$ cat src/rtl/rrip_pkg.sv
package rrip_pkg;
  typedef enum logic {
    POL_RECENCY_BIT = 1'b0,
    POL_REREF_CTR   = 1'b1
  } policy_e;
endpackage

$ cat src/rtl/rrip_access_update.sv
module rrip_access_update
  import rrip_pkg::*;
#(
  parameter int NUM_WAYS = 4,
  parameter int CTR_W    = 3
) (
  input  policy_e                           pol,
  input  logic [NUM_WAYS-1:0][CTR_W-1:0]    cur,
  input  logic                              hit_en,
  input  logic [$clog2(NUM_WAYS)-1:0]       hit_way,
  input  logic                              fill_en,
  input  logic [$clog2(NUM_WAYS)-1:0]       fill_way,
  output logic [NUM_WAYS-1:0][CTR_W-1:0]    nxt
);
  localparam int WAY_W = $clog2(NUM_WAYS);
  localparam logic [CTR_W-1:0] CTR_MAX = {CTR_W{1'b1}};
  localparam logic [CTR_W-1:0] CTR_INS = CTR_MAX - CTR_W'(1);

  typedef logic [NUM_WAYS-1:0][CTR_W-1:0] ctr_vec_t;

  // one-bit policy: mark recent; when the set runs out of stale ways, mark all stale
  function automatic ctr_vec_t mark_recent(ctr_vec_t v, logic [WAY_W-1:0] w);
    ctr_vec_t r;
    logic     any_stale;
    r         = v;
    r[w]      = '0;
    any_stale = 1'b0;
    for (int i = 0; i < NUM_WAYS; i++) begin
      if (r[i] != '0) any_stale = 1'b1;
    end
    if (!any_stale) begin
      for (int i = 0; i < NUM_WAYS; i++) r[i] = CTR_W'(1);
    end
    return r;
  endfunction

  always_comb begin
    ctr_vec_t stage;
    stage = cur;
    // hit is applied ahead of fill
    if (hit_en) begin
      if (pol == POL_REREF_CTR) stage[hit_way] = '0;
      else                      stage = mark_recent(stage, hit_way);
    end
    if (fill_en) begin
      if (pol == POL_REREF_CTR) stage[fill_way] = CTR_INS;
      else                      stage = mark_recent(stage, fill_way);
    end
    nxt = stage;
  end
endmodule

$ cat src/rtl/rrip_age_select.sv
module rrip_age_select
  import rrip_pkg::*;
#(
  parameter int NUM_WAYS = 4,
  parameter int CTR_W    = 3
) (
  input  policy_e                           pol,
  input  logic [NUM_WAYS-1:0][CTR_W-1:0]    ctrs,
  output logic [NUM_WAYS-1:0][CTR_W-1:0]    aged,
  output logic [$clog2(NUM_WAYS)-1:0]       victim
);
  localparam int WAY_W = $clog2(NUM_WAYS);
  localparam logic [CTR_W-1:0] CTR_MAX = {CTR_W{1'b1}};

  logic [CTR_W-1:0] peak;
  logic [CTR_W-1:0] delta;

  always_comb begin
    peak = '0;
    for (int i = 0; i < NUM_WAYS; i++) begin
      if (ctrs[i] > peak) peak = ctrs[i];
    end
    delta = CTR_MAX - peak;
  end

  always_comb begin
    for (int i = 0; i < NUM_WAYS; i++) begin
      if (pol == POL_REREF_CTR) aged[i] = ctrs[i] + delta;
      else                      aged[i] = ctrs[i];
    end
  end

  // lowest-index priority pick over the aged state
  always_comb begin
    logic found;
    found  = 1'b0;
    victim = '0;
    for (int i = 0; i < NUM_WAYS; i++) begin
      if (!found) begin
        if ((pol == POL_REREF_CTR && aged[i] == CTR_MAX) ||
            (pol == POL_RECENCY_BIT && aged[i] != '0)) begin
          victim = WAY_W'(i);
          found  = 1'b1;
        end
      end
    end
  end
endmodule

$ cat src/rtl/rrip_repl_unit.sv
module rrip_repl_unit
  import rrip_pkg::*;
#(
  parameter int NUM_SETS = 16,
  parameter int NUM_WAYS = 4,
  parameter int CTR_W    = 3
) (
  input  logic                          clk,
  input  logic                          rst_n,
  input  logic                          mode_multi,
  input  logic                          hit_valid,
  input  logic [$clog2(NUM_SETS)-1:0]   hit_set,
  input  logic [$clog2(NUM_WAYS)-1:0]   hit_way,
  input  logic                          fill_valid,
  input  logic [$clog2(NUM_SETS)-1:0]   fill_set,
  input  logic [$clog2(NUM_WAYS)-1:0]   fill_way,
  input  logic                          vreq_valid,
  output logic                          vreq_ready,
  input  logic [$clog2(NUM_SETS)-1:0]   vreq_set,
  output logic                          rsp_valid,
  input  logic                          rsp_ready,
  output logic [$clog2(NUM_WAYS)-1:0]   rsp_way
);
  localparam int SET_W = $clog2(NUM_SETS);
  localparam int WAY_W = $clog2(NUM_WAYS);

  policy_e pol;
  assign pol = policy_e'(mode_multi);

  logic [NUM_SETS-1:0][NUM_WAYS-1:0][CTR_W-1:0] ctr_q;
  logic [NUM_SETS-1:0][NUM_WAYS-1:0][CTR_W-1:0] post_acc;
  logic [NUM_WAYS-1:0][CTR_W-1:0]               aged_set;
  logic [WAY_W-1:0]                             pick_way;
  logic                                         vreq_fire;

  assign vreq_ready = !rsp_valid || rsp_ready;
  assign vreq_fire  = vreq_valid && vreq_ready;

  for (genvar s = 0; s < NUM_SETS; s++) begin : g_set
    rrip_access_update #(
      .NUM_WAYS (NUM_WAYS),
      .CTR_W    (CTR_W)
    ) u_acc (
      .pol      (pol),
      .cur      (ctr_q[s]),
      .hit_en   (hit_valid && hit_set == SET_W'(s)),
      .hit_way  (hit_way),
      .fill_en  (fill_valid && fill_set == SET_W'(s)),
      .fill_way (fill_way),
      .nxt      (post_acc[s])
    );
  end

  rrip_age_select #(
    .NUM_WAYS (NUM_WAYS),
    .CTR_W    (CTR_W)
  ) u_age (
    .pol    (pol),
    .ctrs   (post_acc[vreq_set]),
    .aged   (aged_set),
    .victim (pick_way)
  );

  always_ff @(posedge clk) begin
    if (!rst_n) begin
      ctr_q <= '1;
    end else begin
      for (int s = 0; s < NUM_SETS; s++) begin
        if (vreq_fire && vreq_set == SET_W'(s)) ctr_q[s] <= aged_set;
        else                                     ctr_q[s] <= post_acc[s];
      end
    end
  end

  always_ff @(posedge clk) begin
    if (!rst_n) begin
      rsp_valid <= 1'b0;
      rsp_way   <= '0;
    end else if (vreq_fire) begin
      rsp_valid <= 1'b1;
      rsp_way   <= pick_way;
    end else if (rsp_ready) begin
      rsp_valid <= 1'b0;
    end
  end
endmodule

$ cat config.mk
export PLATFORM = sky130hd
export DESIGN_NAME = rrip_repl_unit
export DESIGN_NICKNAME = d
export VERILOG_FILES = /design/src/rtl/rrip_pkg.sv /design/src/rtl/rrip_access_update.sv /design/src/rtl/rrip_age_select.sv /design/src/rtl/rrip_repl_unit.sv
export SDC_FILE = /design/constraint.sdc
export NUM_CORES = 1
export LEC_CHECK = 0
export BUFFER_PORTS_ARGS = -buffer_cell sky130_fd_sc_hd__buf_2
export CORE_AREA = 2 2 211 213
export DETAILED_ROUTE_END_ITERATION = 16
export DIE_AREA = 0 0 213 215
export PLACE_DENSITY_LB_ADDON = 0.3
export SYNTH_ARGS = -nofsm -noshare
export SYNTH_HDL_FRONTEND = slang
export SYNTH_SLANG_ARGS = --single-unit
$ cat constraint.sdc
create_clock -name clk -period 16.85 [get_ports clk]
set_input_delay 3.37 -clock clk [delete_from_list [all_inputs] [get_ports clk]]
set_output_delay 3.37 -clock clk [all_outputs]
set_load 0.02 [all_outputs]
### Yosys cells after proc, flatten, opt, wreduce, memory -nomap -nowiden

Index checks and enable logic that the tools add are counted.
W data, S select, Z words.

| word-level totals | value |
|---|---|
| input port bits | 23 |
| bits in latches | 0 |
| memories kept | 0 |
| register bits | 195 |
| RAM bits | 0 |
| memory bits (read-only) | 0 |
| logic and storage cells | 729 |
| output and inout port bits | 4 |

| cells by class | value |
|---|---|
| mux-type cells | 331 |
| reduce and logical (&&, ||, !) cells | 201 |
| bitwise operators | 68 |
| $add $sub $neg | 5 |
| equality and inequality tests | 49 |
| shift operators | 0 |
| divide/modulo/power cells | 0 |
| $lt $le $gt $ge | 9 |
| $mul | 0 |

Operators with widths:

| operator | number |
|---|---|
| $mux W12 | 113 |
| $reduce_bool A3 Y1 | 132 |
| $and A12 B12 Y12 | 32 |
| $mux W1 | 200 |
| $or A8 B8 Y8 | 16 |
| $eq A4 B4 Y1 const B | 24 |
| $and A4 B4 Y4 | 16 |
| $logic_and A1 B1 Y1 | 59 |
| $bmux W12 S4 | 1 |
| $eq A4 B3 Y1 const B | 12 |
| $mux W3 | 10 |
| $eq A4 B2 Y1 const B | 6 |
| $not A12 Y12 | 2 |
| $add A3 B3 Y3 | 4 |
| $demux W3 S2 | 2 |
| $eq A3 B3 Y1 const B | 4 |
| $eq A4 B1 Y1 const B | 3 |
| $logic_not A4 Y1 | 3 |
| $mux W2 | 5 |
| $gt A3 B3 Y1 | 3 |
| $lt A2 B3 Y1 const B | 2 |
| $logic_or A1 B1 Y1 | 5 |
| $lt A4 B5 Y1 const B | 1 |
| $ge A2 B1 Y1 const B | 2 |
| 6 further kinds | 6 |

### Logic depth before layout (Yosys ltp)

| depth | value |
|---|---|
| depth in word-level cells | 49 |
| mapped depth | 42 |
| depth with buffers taken out | 37 |

### Hierarchy

Synthesis repeated with hierarchy kept, for this count alone.

| second synthesis, totals | value |
|---|---|
| cell total of the unflattened synthesis | 2276 |
| area, all modules | 17550.6 um^2 |

By module, submodules not included:

| module | sequential area each (um^2) | area an instance (um^2) | cells each | instances |
|---|---|---|---|---|
| rrip_repl_unit | 3903.7 | 9206.3 | 1063 | 1 |
| rrip_access_update (g_set[0].u_acc ...) | 0.0 | 450.4 | 65 | 14 |
| rrip_age_select | 0.0 | 1154.9 | 167 | 1 |
| rrip_access_update (g_set[8].u_acc ...) | 0.0 | 441.7 | 68 | 2 |

### Worst setup path after synthesis

No wires, ideal clock.

| timing | value |
|---|---|
| path type | input-to-reg |
| start | in hit_way[1] |
| end | reg rsp_way[0] |
| arrival time | 10.383 ns |
| setup time | 0.120 ns |
| setup slack | 6.347 ns |
| stages | 35 |
| required time | 16.730 ns |
| path buffers | 2 |
| cell sequence | buf_4 buf_4 nor4bb_1 a21boi_0 a2111o_1 a211o_1 o21ai_0 nor2_1 o31ai_1 or4_1 ha_1 inv_1 a21o_1 a21oi_1 a31oi_1 mux2i_1 ha_1 a21o_1 a21oi_1 a31oi_1 mux2_2 ha_1 nor2b_1 o21ai_0 a32oi_1 inv_1 mux2i_1 ha_1 inv_1 fa_1 xor2_1 xnor2_1 o211a_1 nor2b_1 a211o_1 |

| on the way | value |
|---|---|
| longest elaborated chain between the ends | 49 |
| elaborated cells on any way between the ends | 536 |
| those cells by class | add/sub (5); order compare (6); eq/ne (4); mux (311); bitwise (65); reduce/logical (145) |

RTL lines:

| what | line | RTL |
|---|---|---|
| start, declared | rrip_repl_unit.sv:13 | `input logic [$clog2(NUM_WAYS)-1:0] hit_way,` |
| $lt A2 B3 Y1 (not written as such) or $ge A2 B1 Y1 (tied branches) | rrip_access_update.sv:26, rrip_access_update.sv:42 |  |
| $logic_and A1 B1 Y1 (not written as such) | rrip_access_update.sv:26, rrip_access_update.sv:42 |  |
| $mux W3 (not written as such) | rrip_access_update.sv:26, rrip_access_update.sv:42 |  |
| $demux W3 S2 * | n/a |  |
| $not A12 Y12 (no source line) * | n/a |  |
| $and A12 B12 Y12 (no source line) | n/a |  |
| $reduce_bool A3 Y1 | rrip_access_update.sv:29 | `if (r[i] != '0) any_stale = 1'b1;` |
| $mux W1 (4 in series) | rrip_access_update.sv:29 |  |
| (+30 left out) | n/a |  |
| $logic_and A1 B1 Y1, on equally long branches | rrip_age_select.sv:40, rrip_age_select.sv:41 |  |
| $logic_or A1 B1 Y1 | rrip_age_select.sv:40 | `if ((pol == POL_REREF_CTR && aged[i] == CTR_MAX) \|\|` |
| $mux W1 | rrip_age_select.sv:40 |  |
| $mux W2 | rrip_age_select.sv:39 | `if (!found) begin` |
| $mux W2 | rrip_age_select.sv:40 |  |
| $mux W2 | rrip_age_select.sv:39 |  |
| $mux W2 | rrip_age_select.sv:40 |  |
| $mux W2 * | rrip_age_select.sv:39 |  |
| end signal, assigned | rrip_repl_unit.sv:81 | `rsp_way <= pick_way;` |
| end, declared | rrip_repl_unit.sv:22 | `output logic [$clog2(NUM_WAYS)-1:0] rsp_way` |

Mark *: on every way between the ends. The rest lies on a longest branch, timed or not. The select of a mux whose other input is x is not followed.
A chain may end at the register's enable or synchronous reset.

### Worst setup path in the final report

| timing | value |
|---|---|
| start | in hit_way[1] |
| end | reg ctr_q[83] (netlist bit) |

| on the way | value |
|---|---|
| longest elaborated chain between the ends | 41 |
| elaborated cells on any way between the ends | 500 |
| those cells by class | add/sub (2); order compare (6); mux (298); bitwise (65); reduce/logical (129) |

RTL lines:

| what | line | RTL |
|---|---|---|
| $lt A2 B3 Y1 (not written as such) or $ge A2 B1 Y1 (tied branches) | rrip_access_update.sv:26, rrip_access_update.sv:42 |  |
| $logic_and A1 B1 Y1 (not written as such) | rrip_access_update.sv:26, rrip_access_update.sv:42 |  |
| $mux W3 (not written as such) | rrip_access_update.sv:26, rrip_access_update.sv:42 |  |
| $demux W3 S2 * | n/a |  |
| $not A12 Y12 (no source line) * | n/a |  |
| $and A12 B12 Y12 (no source line) | n/a |  |
| $reduce_bool A3 Y1 | rrip_access_update.sv:29 |  |
| $mux W1 (4 in series) | rrip_access_update.sv:29 |  |
| (+22 left out) | n/a |  |
| $gt A3 B3 Y1 | rrip_age_select.sv:21 | `if (ctrs[i] > peak) peak = ctrs[i];` |
| $mux W3 | rrip_age_select.sv:21 |  |
| $gt A3 B3 Y1 | rrip_age_select.sv:21 |  |
| $mux W3 | rrip_age_select.sv:21 |  |
| $sub A3 B3 Y3 | rrip_age_select.sv:23 | `delta = CTR_MAX - peak;` |
| $add A3 B3 Y3 | rrip_age_select.sv:28 | `if (pol == POL_REREF_CTR) aged[i] = ctrs[i] + delta;` |
| $mux W3 | rrip_age_select.sv:28 |  |
| $mux W12 * | rrip_repl_unit.sv:69 | `if (vreq_fire && vreq_set == SET_W'(s)) ctr_q[s] <= aged_set;` |
| end signal, assigned by index | rrip_repl_unit.sv:69 |  |
| end signal, assigned by index | rrip_repl_unit.sv:70 | `else ctr_q[s] <= post_acc[s];` |
| end, declared | rrip_repl_unit.sv:30 | `logic [NUM_SETS-1:0][NUM_WAYS-1:0][CTR_W-1:0] ctr_q;` |

Marked as above.

==> metrics.md <==
| Metric | Value |
|---|---|
| Clock-pin slew on the worst setup and hold paths | `approximately 0.080 ns` |
| Critical Path Source Type | `input port` |
| Gr usage total | `44.7%` |
| Area Growth Syn to Fin | `6.10%` |
| Worst hold path class | `register to register` |
| Peak per-stage delay on the critical path | `about 0.9 ns` |
| Initial Util | `37.6%` |
| Crit Path Max Fanout | `24` |
| Via count | `21055` |
| Clock sinks | `around 200` |
| Hold Slack | `0.477 ns` |
| Die footprint | `around 46000 um2` |
| Num CTS Buffers | `17` |
| Required @ worst endpoint | `17.22 ns` |
| Slew margin rel. | `-5.53%` |
| Number of global-route vias before repair | `roughly 19000` |
| # hold bufs at CTS | `0` |
| Pin count of the biggest net entering global routing | `71` |
| Overall routed net length | `approximately 100000 um` |
| CTS tree | `yes` |
| Filler Cell Count | `4695` |
| Wire per inst | `approximately 37 um` |
| Ports | `27` |
| Final slew viol count | `6` |
| Main synth FF type | `dfxtp_1` |
| Min Clock Period, post-route | `~14 ns` |
| Max cap viols | `1` |
| Crit path DAT | `about 14 ns` |
| Final hold vios | `0` |
| Core ar. | `between 40000 and 50000 um2` |
| Power Density | `roughly 97 nW/um2` |
| Layout cells sized above 1 | `under 10%` |
| Cell Rows | `77` |
| Setup TNS | `0 ns` |
| Gp weighted congestion | `approximately 1.1` |
| Cells after synthesis | `between 2000 and 2500` |
| Period Utilization, post-route | `81.5%` |
| Die X-Extent | `213 um` |
| Register bit total from synthesis | `roughly 200` |
| Setup violations, final | `0` |
| Worst Skew | `0.0170 ns` |
| Number of H-tree levels | `4` |
| Mapped Nets | `~2300` |
| Synth Cell Area | `around 16000 um2` |
| Critical Path End Type | `register` |
| Port buffer count | `26` |
| Async SR Flop Fraction | `0%` |
| Initial antenna violation count | `7` |
| Nets | `about 2200` |
| Maximum clock rate | `72.9 MHz` |
| Setup bufs post-CTS | `0` |
| Violated checks | `capacitance limit, slew limit` |
| First-pass GRT wire length | `~150000 um` |
| Final HPWL DP | `around 70000 um` |
| Outcome | `finished with violations` |
| Clk_lat worst skew | `around 0.52 ns` |
| Most used cell, CP | `a21oi_1` |
| Worst IR Drop VDD | `approximately 140 uV` |
| Worst-Margin Slew | `between 1.5 and 2 ns` |
| Die height | `215 um` |
| Crit path buffers/inverters | `5` |
| DR DRC count | `0` |
| Longest Clk Path Bufs | `2` |
| Mean Syn Cell Area | `7.11 um2` |
| Root Driver | `clkbuf_16` |
| Yosys cell types | `108` |
| EDFF count, synth | `0` |
| Ys Warns | `0` |
| Leak pwr | `0.00590 uW` |
| Seq/Total Area, Yosys | `23.8%` |
| Vias/cell | `about 7.5` |
| Slowest-stage cell, CP | `nor2_2` |
| Type of the worst setup path | `input port to register` |
| CP top delay family | `simple AND/OR/NAND/NOR gates` |
| GRT Residual Overflow | `0` |
| RSZ-0062 raised after global routing | `no` |
| Iter 0 DRT Violations | `3929` |
| DRT Pass-1 Iters | `7` |
| Antenna Nets Post-Route | `0` |
| Post-CTS Resized | `0` |
[final cells by class]
cell class / count / area (um2) / share of cell area (%)
antenna: 5 / 12.5 / 0.0719
clock buffer: 18 / 439 / 2.52
clock inverter: 14 / 119 / 0.683
inverter: 30 / 113 / 0.647
multi-input combinational: 1862 / 11500 / 65.8
sequential: 195 / 3900 / 22.4
tap: 592 / 741 / 4.26
timing repair buffer: 91 / 623 / 3.58
[cells in the final DEF (no fill, tap or decap), types with 45 or more instances in the layout]
cell | netlist | layout
o211ai_1 | 109 | 109
a21oi_1 | 129 | 129
nor3_1 | 111 | 111
o21ai_0 | 145 | 145
nand3_1 | 118 | 118
dfxtp_1 | 195 | 195
nand2_1 | 332 | 332
nor2_1 | 215 | 214
buf_4 | 14 | 67
o221ai_1 | 73 | 73
a22oi_1 | 45 | 45
[where the power goes]
group / internal [uW] / switching (uW)
Clock: 197 / 231
Combinational: 189 / 583
Sequential: 479 / 14.2
Total: 865 / 828
[registers in the layout, indices dropped and copies added, names as in the netlist]
name,cells
rsp_way,2
ctr_q,192
rsp_valid,1
[kinds of logic (layout without fill, tap and decap cells)]
| group | count (synthesis) | count (layout) | synth area share (%) |
|---|---|---|---|
| other cells | 0 | 5 | 0 |
| xor+xnor | 9 | 9 | 0.618 |
| mux | 23 | 23 | 1.99 |
| compound gates | 803 | 803 | 34.3 |
| flops | 195 | 195 | 23.8 |
| fa+ha+maj | 17 | 17 | 1.48 |
| buf+inv | 249 | 153 | 6.98 |
| simple gates | 1010 | 1010 | 30.9 |
[per-stage QoR]
step / std cells / power, uW / utilization, % / cell area, um2 / worst slack [ns]
after floorplan: 2306 / 908 / - / 16400 / 6.35
after global placement: 2770 / 1220 / 38.6 / 16800 / 3.44
after detailed placement: 2770 / 1220 / 38.6 / 16800 / 3.09
after CTS: 2802 / 1650 / 39.8 / 17400 / 3.64
after global routing: 2802 / 1710 / 39.8 / 17400 / 2.95
final: 2807 / 1690 / 39.9 / 17400 / 3.13
[synth_stat cells, types with 13 or more instances]
cell | count | area [um2]
a21boi_0 | 13 | 97.6
o211ai_1 | 109 | 818
or3_1 | 21 | 131
a31oi_1 | 21 | 131
a21oi_1 | 129 | 646
a211oi_1 | 19 | 143
o221ai_1 | 73 | 639
a32oi_1 | 18 | 158
ha_1 | 13 | 163
o2111ai_1 | 16 | 140
a22oi_1 | 45 | 338
o22ai_1 | 37 | 231
nor3_1 | 111 | 556
nor2b_1 | 13 | 81.3
buf_2 | 71 | 355
a22o_1 | 28 | 245
nor2_1 | 215 | 807
o31ai_1 | 19 | 143
buf_4 | 14 | 105
dfxtp_1 | 195 | 3900
nand4_1 | 24 | 150
nand2_1 | 332 | 1250
nand3_1 | 118 | 591
inv_1 | 25 | 93.8
nand2b_1 | 16 | 100
clkbuf_1 | 114 | 428
a21o_1 | 15 | 113
o21ai_0 | 145 | 726
[worst register-to-register path: cells and delay by family (launching register included)]
family                   cells  cell delay (ns)
buffers and inverters        2             0.29
adder cells (fa/ha/maj)      5             1.63
flip-flops                   1             0.32
XOR/XNOR                     1             0.32
AND/OR/NAND/NOR              6             2.58
multiplexers                 2             0.52
AO/OA/AOI/OAI               15             4.03
[metal layers]
metal / global-route usage, % / routed length (um) / vias up
li1: - / - / 8590
met1: 59.7 / 39700 / 10075
met2: 61.4 / 41100 / 1920
met3: 15.8 / 15500 / 458
met4: 26.0 / 7350 / 12
met5: 0 / 72 / -
[worst paths after layout]
kind / cells after the start / to / startpoint / slack (ns)
max: 34 / ctr_q[83] / hit_way[1] / 3.13
min: 2 / rsp_way[1] / rsp_way[1] / 0.48
max reg2reg: 31 / ctr_q[83] / ctr_q[87] / 7.01
min reg2reg: 2 / rsp_way[1] / rsp_way[1] / 0.48
Note: power is estimated with default switching activity, not from simulation.
